**src/rtl/idle_gap_pkg.sv**
```systemverilog
package idle_gap_pkg;

  localparam int CFG_W   = 15;
  localparam int GAP_MAX = 12;
  localparam int GAP_W   = $clog2(GAP_MAX + 1);

  // Per-space gap fields, most significant first
  typedef struct packed {
    logic [2:0] after_wr;   // [14:12]
    logic [2:0] rw_diff;    // [11:9]
    logic [2:0] rw_same;    // [8:6]
    logic [2:0] rr_diff;    // [5:3]
    logic [2:0] rr_same;    // [2:0]
  } gap_cfg_t;

  typedef enum logic [2:0] {
    CLS_NONE,
    CLS_AFTER_WR,
    CLS_RW_DIFF,
    CLS_RW_SAME,
    CLS_RR_DIFF,
    CLS_RR_SAME
  } gap_class_e;

  // code 0..2 -> itself, 3..7 -> 2*(code-1)
  function automatic logic [GAP_W-1:0] gap_cycles(input logic [2:0] code);
    logic [GAP_W-1:0] c;
    c = GAP_W'(code);
    if (code < 3'd3) return c;
    return (c << 1) - GAP_W'(2);
  endfunction

endpackage

```
**src/rtl/idle_gap_select.sv**
```systemverilog
module idle_gap_select
  import idle_gap_pkg::*;
#(
  parameter int NSPACE  = 8,
  parameter int SPACE_W = $clog2(NSPACE)
) (
  input  logic [NSPACE*CFG_W-1:0] cfg_flat,
  input  logic [SPACE_W-1:0]      space,
  output gap_cfg_t                sel
);

  gap_cfg_t tbl [NSPACE];

  for (genvar g = 0; g < NSPACE; g++) begin : g_unpack
    assign tbl[g] = cfg_flat[g*CFG_W +: CFG_W];
  end

  always_comb begin
    sel = '0;
    for (int i = 0; i < NSPACE; i++) begin
      if (space == SPACE_W'(i)) sel = tbl[i];
    end
  end

endmodule

```
**src/rtl/idle_gap_classify.sv**
```systemverilog
module idle_gap_classify
  import idle_gap_pkg::*;
#(
  parameter int SPACE_W = 3
) (
  input  logic               has_prev,
  input  logic               prev_write,
  input  logic [SPACE_W-1:0] prev_space,
  input  logic               prev_dma,
  input  logic               new_write,
  input  logic [SPACE_W-1:0] new_space,
  input  logic               new_dma,
  input  gap_cfg_t           cfg,
  input  logic [2:0]         dma_code,
  input  logic               dma_any,
  output logic [GAP_W-1:0]   need
);

  gap_class_e       cls;
  logic [2:0]       cls_code;
  logic [GAP_W-1:0] cls_cyc;
  logic [GAP_W-1:0] dma_cyc;
  logic             same;
  logic             dma_on;

  assign same = (prev_space == new_space);

  always_comb begin
    if (!has_prev)       cls = CLS_NONE;
    else if (prev_write) cls = CLS_AFTER_WR;
    else if (new_write)  cls = same ? CLS_RW_SAME : CLS_RW_DIFF;
    else                 cls = same ? CLS_RR_SAME : CLS_RR_DIFF;
  end

  always_comb begin
    unique case (cls)
      CLS_AFTER_WR: cls_code = cfg.after_wr;
      CLS_RW_DIFF:  cls_code = cfg.rw_diff;
      CLS_RW_SAME:  cls_code = cfg.rw_same;
      CLS_RR_DIFF:  cls_code = cfg.rr_diff;
      CLS_RR_SAME:  cls_code = cfg.rr_same;
      default:      cls_code = 3'd0;
    endcase
  end

  assign cls_cyc = gap_cycles(cls_code);
  assign dma_cyc = gap_cycles(dma_code);
  assign dma_on  = has_prev && (dma_any ? (prev_dma | new_dma) : (prev_dma & new_dma));

  always_comb begin
    need = cls_cyc;
    if (dma_on && dma_cyc > cls_cyc) need = dma_cyc;
  end

endmodule

```
**src/rtl/idle_gap_timer.sv**
```systemverilog
module idle_gap_timer
  import idle_gap_pkg::*;
(
  input  logic             clk,
  input  logic             rst_n,
  input  logic             accept,
  input  logic             acc_done,
  output logic             active,
  output logic [GAP_W-1:0] elapsed
);

  always_ff @(posedge clk or negedge rst_n) begin
    if (!rst_n) begin
      active  <= 1'b0;
      elapsed <= '0;
    end else if (accept) begin
      active  <= 1'b1;
    end else if (active) begin
      if (acc_done) begin
        active  <= 1'b0;
        elapsed <= '0;
      end
    end else if (elapsed != GAP_W'(GAP_MAX)) begin
      elapsed <= elapsed + GAP_W'(1);
    end
  end

endmodule

```
**src/rtl/idle_gap_inserter.sv**
```systemverilog
module idle_gap_inserter
  import idle_gap_pkg::*;
#(
  parameter int NSPACE  = 8,
  parameter int SPACE_W = $clog2(NSPACE)
) (
  input  logic                    clk,
  input  logic                    rst_n,
  input  logic                    req_valid,
  output logic                    req_ready,
  input  logic                    req_write,
  input  logic [SPACE_W-1:0]      req_space,
  input  logic                    req_dma,
  input  logic                    acc_done,
  input  logic [NSPACE*CFG_W-1:0] cfg_gap,
  input  logic [2:0]              dma_gap_code,
  input  logic                    dma_gap_any
);

  logic               has_prev;
  logic               prev_write;
  logic [SPACE_W-1:0] prev_space;
  logic               prev_dma;
  logic               active;
  logic [GAP_W-1:0]   elapsed;
  logic [GAP_W-1:0]   need;
  logic               accept;
  gap_cfg_t           space_cfg;

  assign accept    = req_valid && req_ready;
  assign req_ready = !active && (elapsed >= need);

  always_ff @(posedge clk or negedge rst_n) begin
    if (!rst_n) begin
      has_prev   <= 1'b0;
      prev_write <= 1'b0;
      prev_space <= '0;
      prev_dma   <= 1'b0;
    end else if (accept) begin
      has_prev   <= 1'b1;
      prev_write <= req_write;
      prev_space <= req_space;
      prev_dma   <= req_dma;
    end
  end

  idle_gap_select #(.NSPACE(NSPACE), .SPACE_W(SPACE_W)) u_sel (
    .cfg_flat (cfg_gap),
    .space    (req_space),
    .sel      (space_cfg)
  );

  idle_gap_classify #(.SPACE_W(SPACE_W)) u_cls (
    .has_prev   (has_prev),
    .prev_write (prev_write),
    .prev_space (prev_space),
    .prev_dma   (prev_dma),
    .new_write  (req_write),
    .new_space  (req_space),
    .new_dma    (req_dma),
    .cfg        (space_cfg),
    .dma_code   (dma_gap_code),
    .dma_any    (dma_gap_any),
    .need       (need)
  );

  idle_gap_timer u_tmr (
    .clk      (clk),
    .rst_n    (rst_n),
    .accept   (accept),
    .acc_done (acc_done),
    .active   (active),
    .elapsed  (elapsed)
  );

endmodule

```
**config.mk**
```make
export PLATFORM = sky130hd
export DESIGN_NAME = idle_gap_inserter
export DESIGN_NICKNAME = d
export VERILOG_FILES = /design/src/rtl/idle_gap_pkg.sv /design/src/rtl/idle_gap_select.sv /design/src/rtl/idle_gap_classify.sv /design/src/rtl/idle_gap_timer.sv /design/src/rtl/idle_gap_inserter.sv
export SDC_FILE = /design/constraint.sdc
export NUM_CORES = 1
export LEC_CHECK = 0
export CAP_MARGIN = 5
export CORE_MARGIN = 5
export CORE_UTILIZATION = 46
export DETAILED_ROUTE_END_ITERATION = 10
export GPL_TIMING_DRIVEN = 0
export PLACE_DENSITY = 0.94
export SLEW_MARGIN = 40
export SYNTH_ARGS = -nofsm -noshare
export SYNTH_HDL_FRONTEND = slang
export SYNTH_HIERARCHICAL = 1
export SYNTH_SLANG_ARGS = --single-unit
```
**constraint.sdc**
```tcl
create_clock -name clk -period 14.7 [get_ports clk]
set_clock_uncertainty 0.2 [all_clocks]
set_input_delay 1.47 -clock clk [delete_from_list [all_inputs] [get_ports clk]]
set_output_delay 1.47 -clock clk [all_outputs]
set_load 0.005 [all_outputs]
```
Word level (Yosys, flattened, before mapping)
Index checks and enable logic that the tools add are counted.
Operators by class
  muxes and demuxes: 28
  bitwise operators: 3
  $add $sub $neg: 3
  reduce and logical (&&, ||, !) cells: 8
  eq/ne operators: 15
  $lt $le $gt $ge: 4
Operators by type and width (count)
  $mux 15: 8
  $mux 4: 8
  $eq 3x3->1 const B: 6
  $pmux 3 s5: 1
  $eq 3x2->1 const B: 4
  $mux 3: 3
  $mux 1: 8
  $sub 4x2->4 const B: 2
  $eq 3x1->1 const B: 2
  $lt 3x2->1 const B: 2
  $add 4x1->4 const B: 1
  $ge 4x4->1: 1
  $gt 4x4->1: 1
  $logic_and 1x1->1: 4
  $ne 4x4->1 const B: 1
  $eq 3x3->1: 1
  $logic_not 3->1: 1
  $reduce_and 3->1: 1
  $ne 2x2->1 const B: 1
  $reduce_bool 2->1: 1
  $and 1x1->1: 1
  $logic_not 1->1: 1
  $not 1->1: 1
  $or 1x1->1: 1
Word-level totals
  bits in registers: 11
  output and inout port bits: 1
  word-level logic and storage cells: 67

Depth between registers and ports, before layout
  depth after elaboration: 21
  depth in mapped cells: 29
  gate-level depth less buffers: 25

Cells and area by module
Netlist, hierarchy kept.
Modules (own cells, without submodules)
  idle_gap_select: cells an instance 159, area each 1391.3 um2, seq. area each 0.0 um2, times used 1
  idle_gap_classify: cells an instance 74, area each 603.1 um2, seq. area each 0.0 um2, times used 1
  idle_gap_inserter: cells an instance 58, area each 570.5 um2, seq. area each 150.1 um2, times used 1
  idle_gap_timer: cells an instance 27, area each 296.5 um2, seq. area each 125.1 um2, times used 1

Least setup slack after synthesis
Ideal clock, no wire load.
  path type: input-to-output
  start point: in req_space[1]
  end point: out req_ready
  slack: 7184 ps
  buffers on the path: 4
  cell stages on the path: 25
  data arrival time: 5846 ps
  required time: 13030 ps
  path through: buf_2 -> and2_4 -> buf_6 -> buf_6 -> a32o_1 -> a2111oi_2 -> a21oi_1 -> nor3b_1 -> a221o_1 -> a2bb2oi_2 -> ha_1 -> a21oi_1 -> inv_1 -> ha_1 -> o21a_1 -> o21a_1 -> o2111ai_1 -> o21ai_0 -> o22a_1 -> inv_1 -> ha_1 -> a21oi_2 -> buf_6 -> a21boi_2 -> nor2_1
RTL lines
  start: declaration: line idle_gap_inserter.sv:12  | input logic [SPACE_W-1:0] req_space,
  end: declaration: line idle_gap_inserter.sv:10  | output logic req_ready,

==> impl_metrics.yaml <==
status:
  status: "finished clean"
synth:
  yosys_warnings: 6
  syn-num-nets: 463
  synth_top_area_share_pct: 11.0
  synth-seq-area-share_pct: 9.62
  synth_edf_count: 0
  synth_area_leaders: "mux4_2 11%, dfrtp_1 9.6%, mux2i_1 6.6%"
  ys_ff_latch: 11
  async_flop_share_pct: 100
  synth_cells: 318
  synth.distinct_cells: 65
  yosysTopAreaCell: "mux4_2"
  synthXorXnorAreaFrac_pct: 3.41
  syn_area_per_cell_um2: 9.00
  synthMuxAreaShare_pct: 19.0
  synthMostInstantiatedCell: "nor2_1"
  synth-compound-area-share_pct: 34.2
  synth-simple-area-share_pct: 20.4
  synth.top_cells.by_count: "26 x nor2_1, 19 x mux2i_1, 18 x a21oi_1, 18 x inv_1, 18 x o21ai_0"
  synth_area_mm2: 0.00286
  synth_top_family_by_area: "compound AO/OA/AOI/OAI gates"
  synth_adder_area_share_pct: 5.60
  synth-main-ff-cell: "dfrtp_1"
clock_network:
  cts_tree: "built"
  numClockSinks: 11
  cts_resized: 0
  holdBufCountCts: 0
  numCtsBuffers: 3
  htreeDepth: 1
  clockBufferDepth: 2
  clockRootBuffer: "clkbuf_8"
  worstSkewPairLatency_ns: 0.24
  post-cts-setup-buffer-count: 0
  path_clk_slew_ns: 0.05
critical_path:
  arrival_ns: 7.89
  path_max_fanout: 10
  slowest_stage: "clkdlybuf4s50_1"
  critPathTopFamily: "compound AO/OA/AOI/OAI gates"
  cp-start-kind: "primary input"
  setup.worst_path.end_class: "output port"
  critPathBufInv: 7
  crit_required_ns: 13.03
  cp.depth: 27
  slowest_delay_ns: 0.62
  crit_type: "primary input to output port"
  rr_worst_depth: 22
die:
  initial_core_util_pct: 47.8
  chipWidth_um: 88.9
  ios: 134
  rows: 28
  dieArea_mm2: 0.00790
  die_y_um: 88.9
  coreArea_mm2: 0.00599
finish:
  diodes: 0
  area_delta_synth_final_pct: 51.4
  fin_cells: 530
  drive_above_1_share_pct: 16.5
  nNetsFinal: 601
place:
  gp_congestion: 0.901
  dp_hpwl_mm: 9.02
  dpl.cell_count: 526
  portBuffers: 133
run:
  max-cap-violations: 0
timing:
  fmax_ghz: 0.105
  fin_crit_sh_pct: 65.0
  hold_violations: 0
  maxSlewViolCount: 0
  fin_crit_ns: 9.56
  max-slew-margin-rel_pct: 63.6
  finalSetupTns_ns: 0
  rsz0062_at_grt: "false"
  setup_viol: 0
  tightest_slew_ns: 0.533
global_routing:
  grt_usage_pct: 28.6
  grt_overflow: 0
  grt_pass1_wl_mm: 17.7
  antenna_found_initial: 0
  grt_max_degree: 12
  grt_pass1_vias: 3572
drt:
  wl_per_cell_um: 21.2
  drt_iter0_drc: 281
  wirelength_mm: 11.2
  ant_nets: 0
  drc: 0
  vias: 3415
  dr.pass1.iters: 5
  viasPerCell: 6.44
power_and_ir_drop:
  p_per_area_mw_per_mm2: 108
  cellLeakagePower_nw: 1.67
  irDropWorstVdd_mv: 0.174
worst_hold_path:
  hp-class: "flop to flop"
  whs_path_depth: 1
[final timing paths]
path	start	end	slack, ns
worst max-delay path	req_space[1]	req_ready	5.14
worst min-delay path	prev_dma$_DFFE_PN0P_	prev_dma$_DFFE_PN0P_	0.37
worst max register to register	prev_space[1]$_DFFE_PN0P_	u_tmr/elapsed[0]$_DFFE_PN0P_	9.18
worst min register to register	prev_dma$_DFFE_PN0P_	prev_dma$_DFFE_PN0P_	0.37
max in group asynchronous	rst_n	prev_write$_DFFE_PN0P_	12.55
min in group asynchronous	rst_n	u_tmr/active$_DFF_PN0_	1.39
[layer usage]
metal / global-route usage, % / share of wire (%) / vias to the layer above
met1: 34.1 / 38 / 1623
met5: 0 / 0 / -
met2: 51.2 / 50 / 204
met4: 11.8 / 4.3 / 0
met3: 3.63 / 7.3 / 50
li1: - / - / 1538
[sequential cells by signal (all words and copies together) (netlist names)]
| register | cells |
|---|---|
| u_tmr/active | 1 |
| has_prev | 1 |
| u_tmr/elapsed | 4 |
| prev_write | 1 |
| prev_space | 3 |
| prev_dma | 1 |
[report_power, final]
part	total, mW	switching [mW]	leakage (nW)	internal, mW
Clock	0.0309	0.0118	0.0228	0.0191
Combinational	0.370	0.183	1.52	0.187
Sequential	0.0667	0.0229	0.123	0.0437
[layout by cell type (no fill, tap or decap), drive strengths merged, types with 5 or more instances in the layout]
master | Yosys | layout
clkbuf | 5 | 9
o21ai | 18 | 18
dfrtp | 11 | 11
a2111oi | 14 | 14
a311o | 5 | 5
mux4 | 14 | 14
o31ai | 5 | 5
clkdlybuf4s50 | 0 | 133
nor3 | 5 | 5
a21boi | 15 | 15
nand3b | 6 | 6
ha | 12 | 12
o221ai | 5 | 5
nand4 | 5 | 5
a32o | 14 | 14
mux2i | 19 | 19
a21oi | 19 | 19
inv | 18 | 18
nand3 | 6 | 6
nand2b | 17 | 17
nor2 | 27 | 27
buf | 19 | 19
nand2 | 12 | 12
[cell type report]
class	count	area (um^2)
multi-input cells	265	2360
fillers	408	1660
repair buffers	133	1330
flip-flops and latches	11	275
plain buffers	24	154
well taps	75	93.8
inverters	18	67.6
clock buffers	4	45.0
[logic make-up after synthesis]
logic type | after synthesis
compound gates | 112
mux | 36
fa+ha+maj | 13
buf+inv | 42
xor+xnor | 6
flops | 11
simple gates | 98
[metrics by stage]
| stage | hold slack (ns) | instance area (um^2) | power, mW | utilization, % | setup WS, ns |
|---|---|---|---|---|---|
| floorplan | 0.339 | 2860 | 0.327 | - | 7.18 |
| global placement | 0.359 | 4290 | 0.414 | 71.6 | 5.52 |
| detailed placement | 0.366 | 4290 | 0.429 | 71.6 | 5.33 |
| CTS | 0.378 | 4330 | 0.463 | 72.3 | 5.30 |
| global route | 0.431 | 4330 | 0.503 | 72.3 | 4.84 |
| finish | 0.374 | 4330 | 0.467 | 72.3 | 5.14 |
No activity file was read; power rests on OpenSTA's default activity.
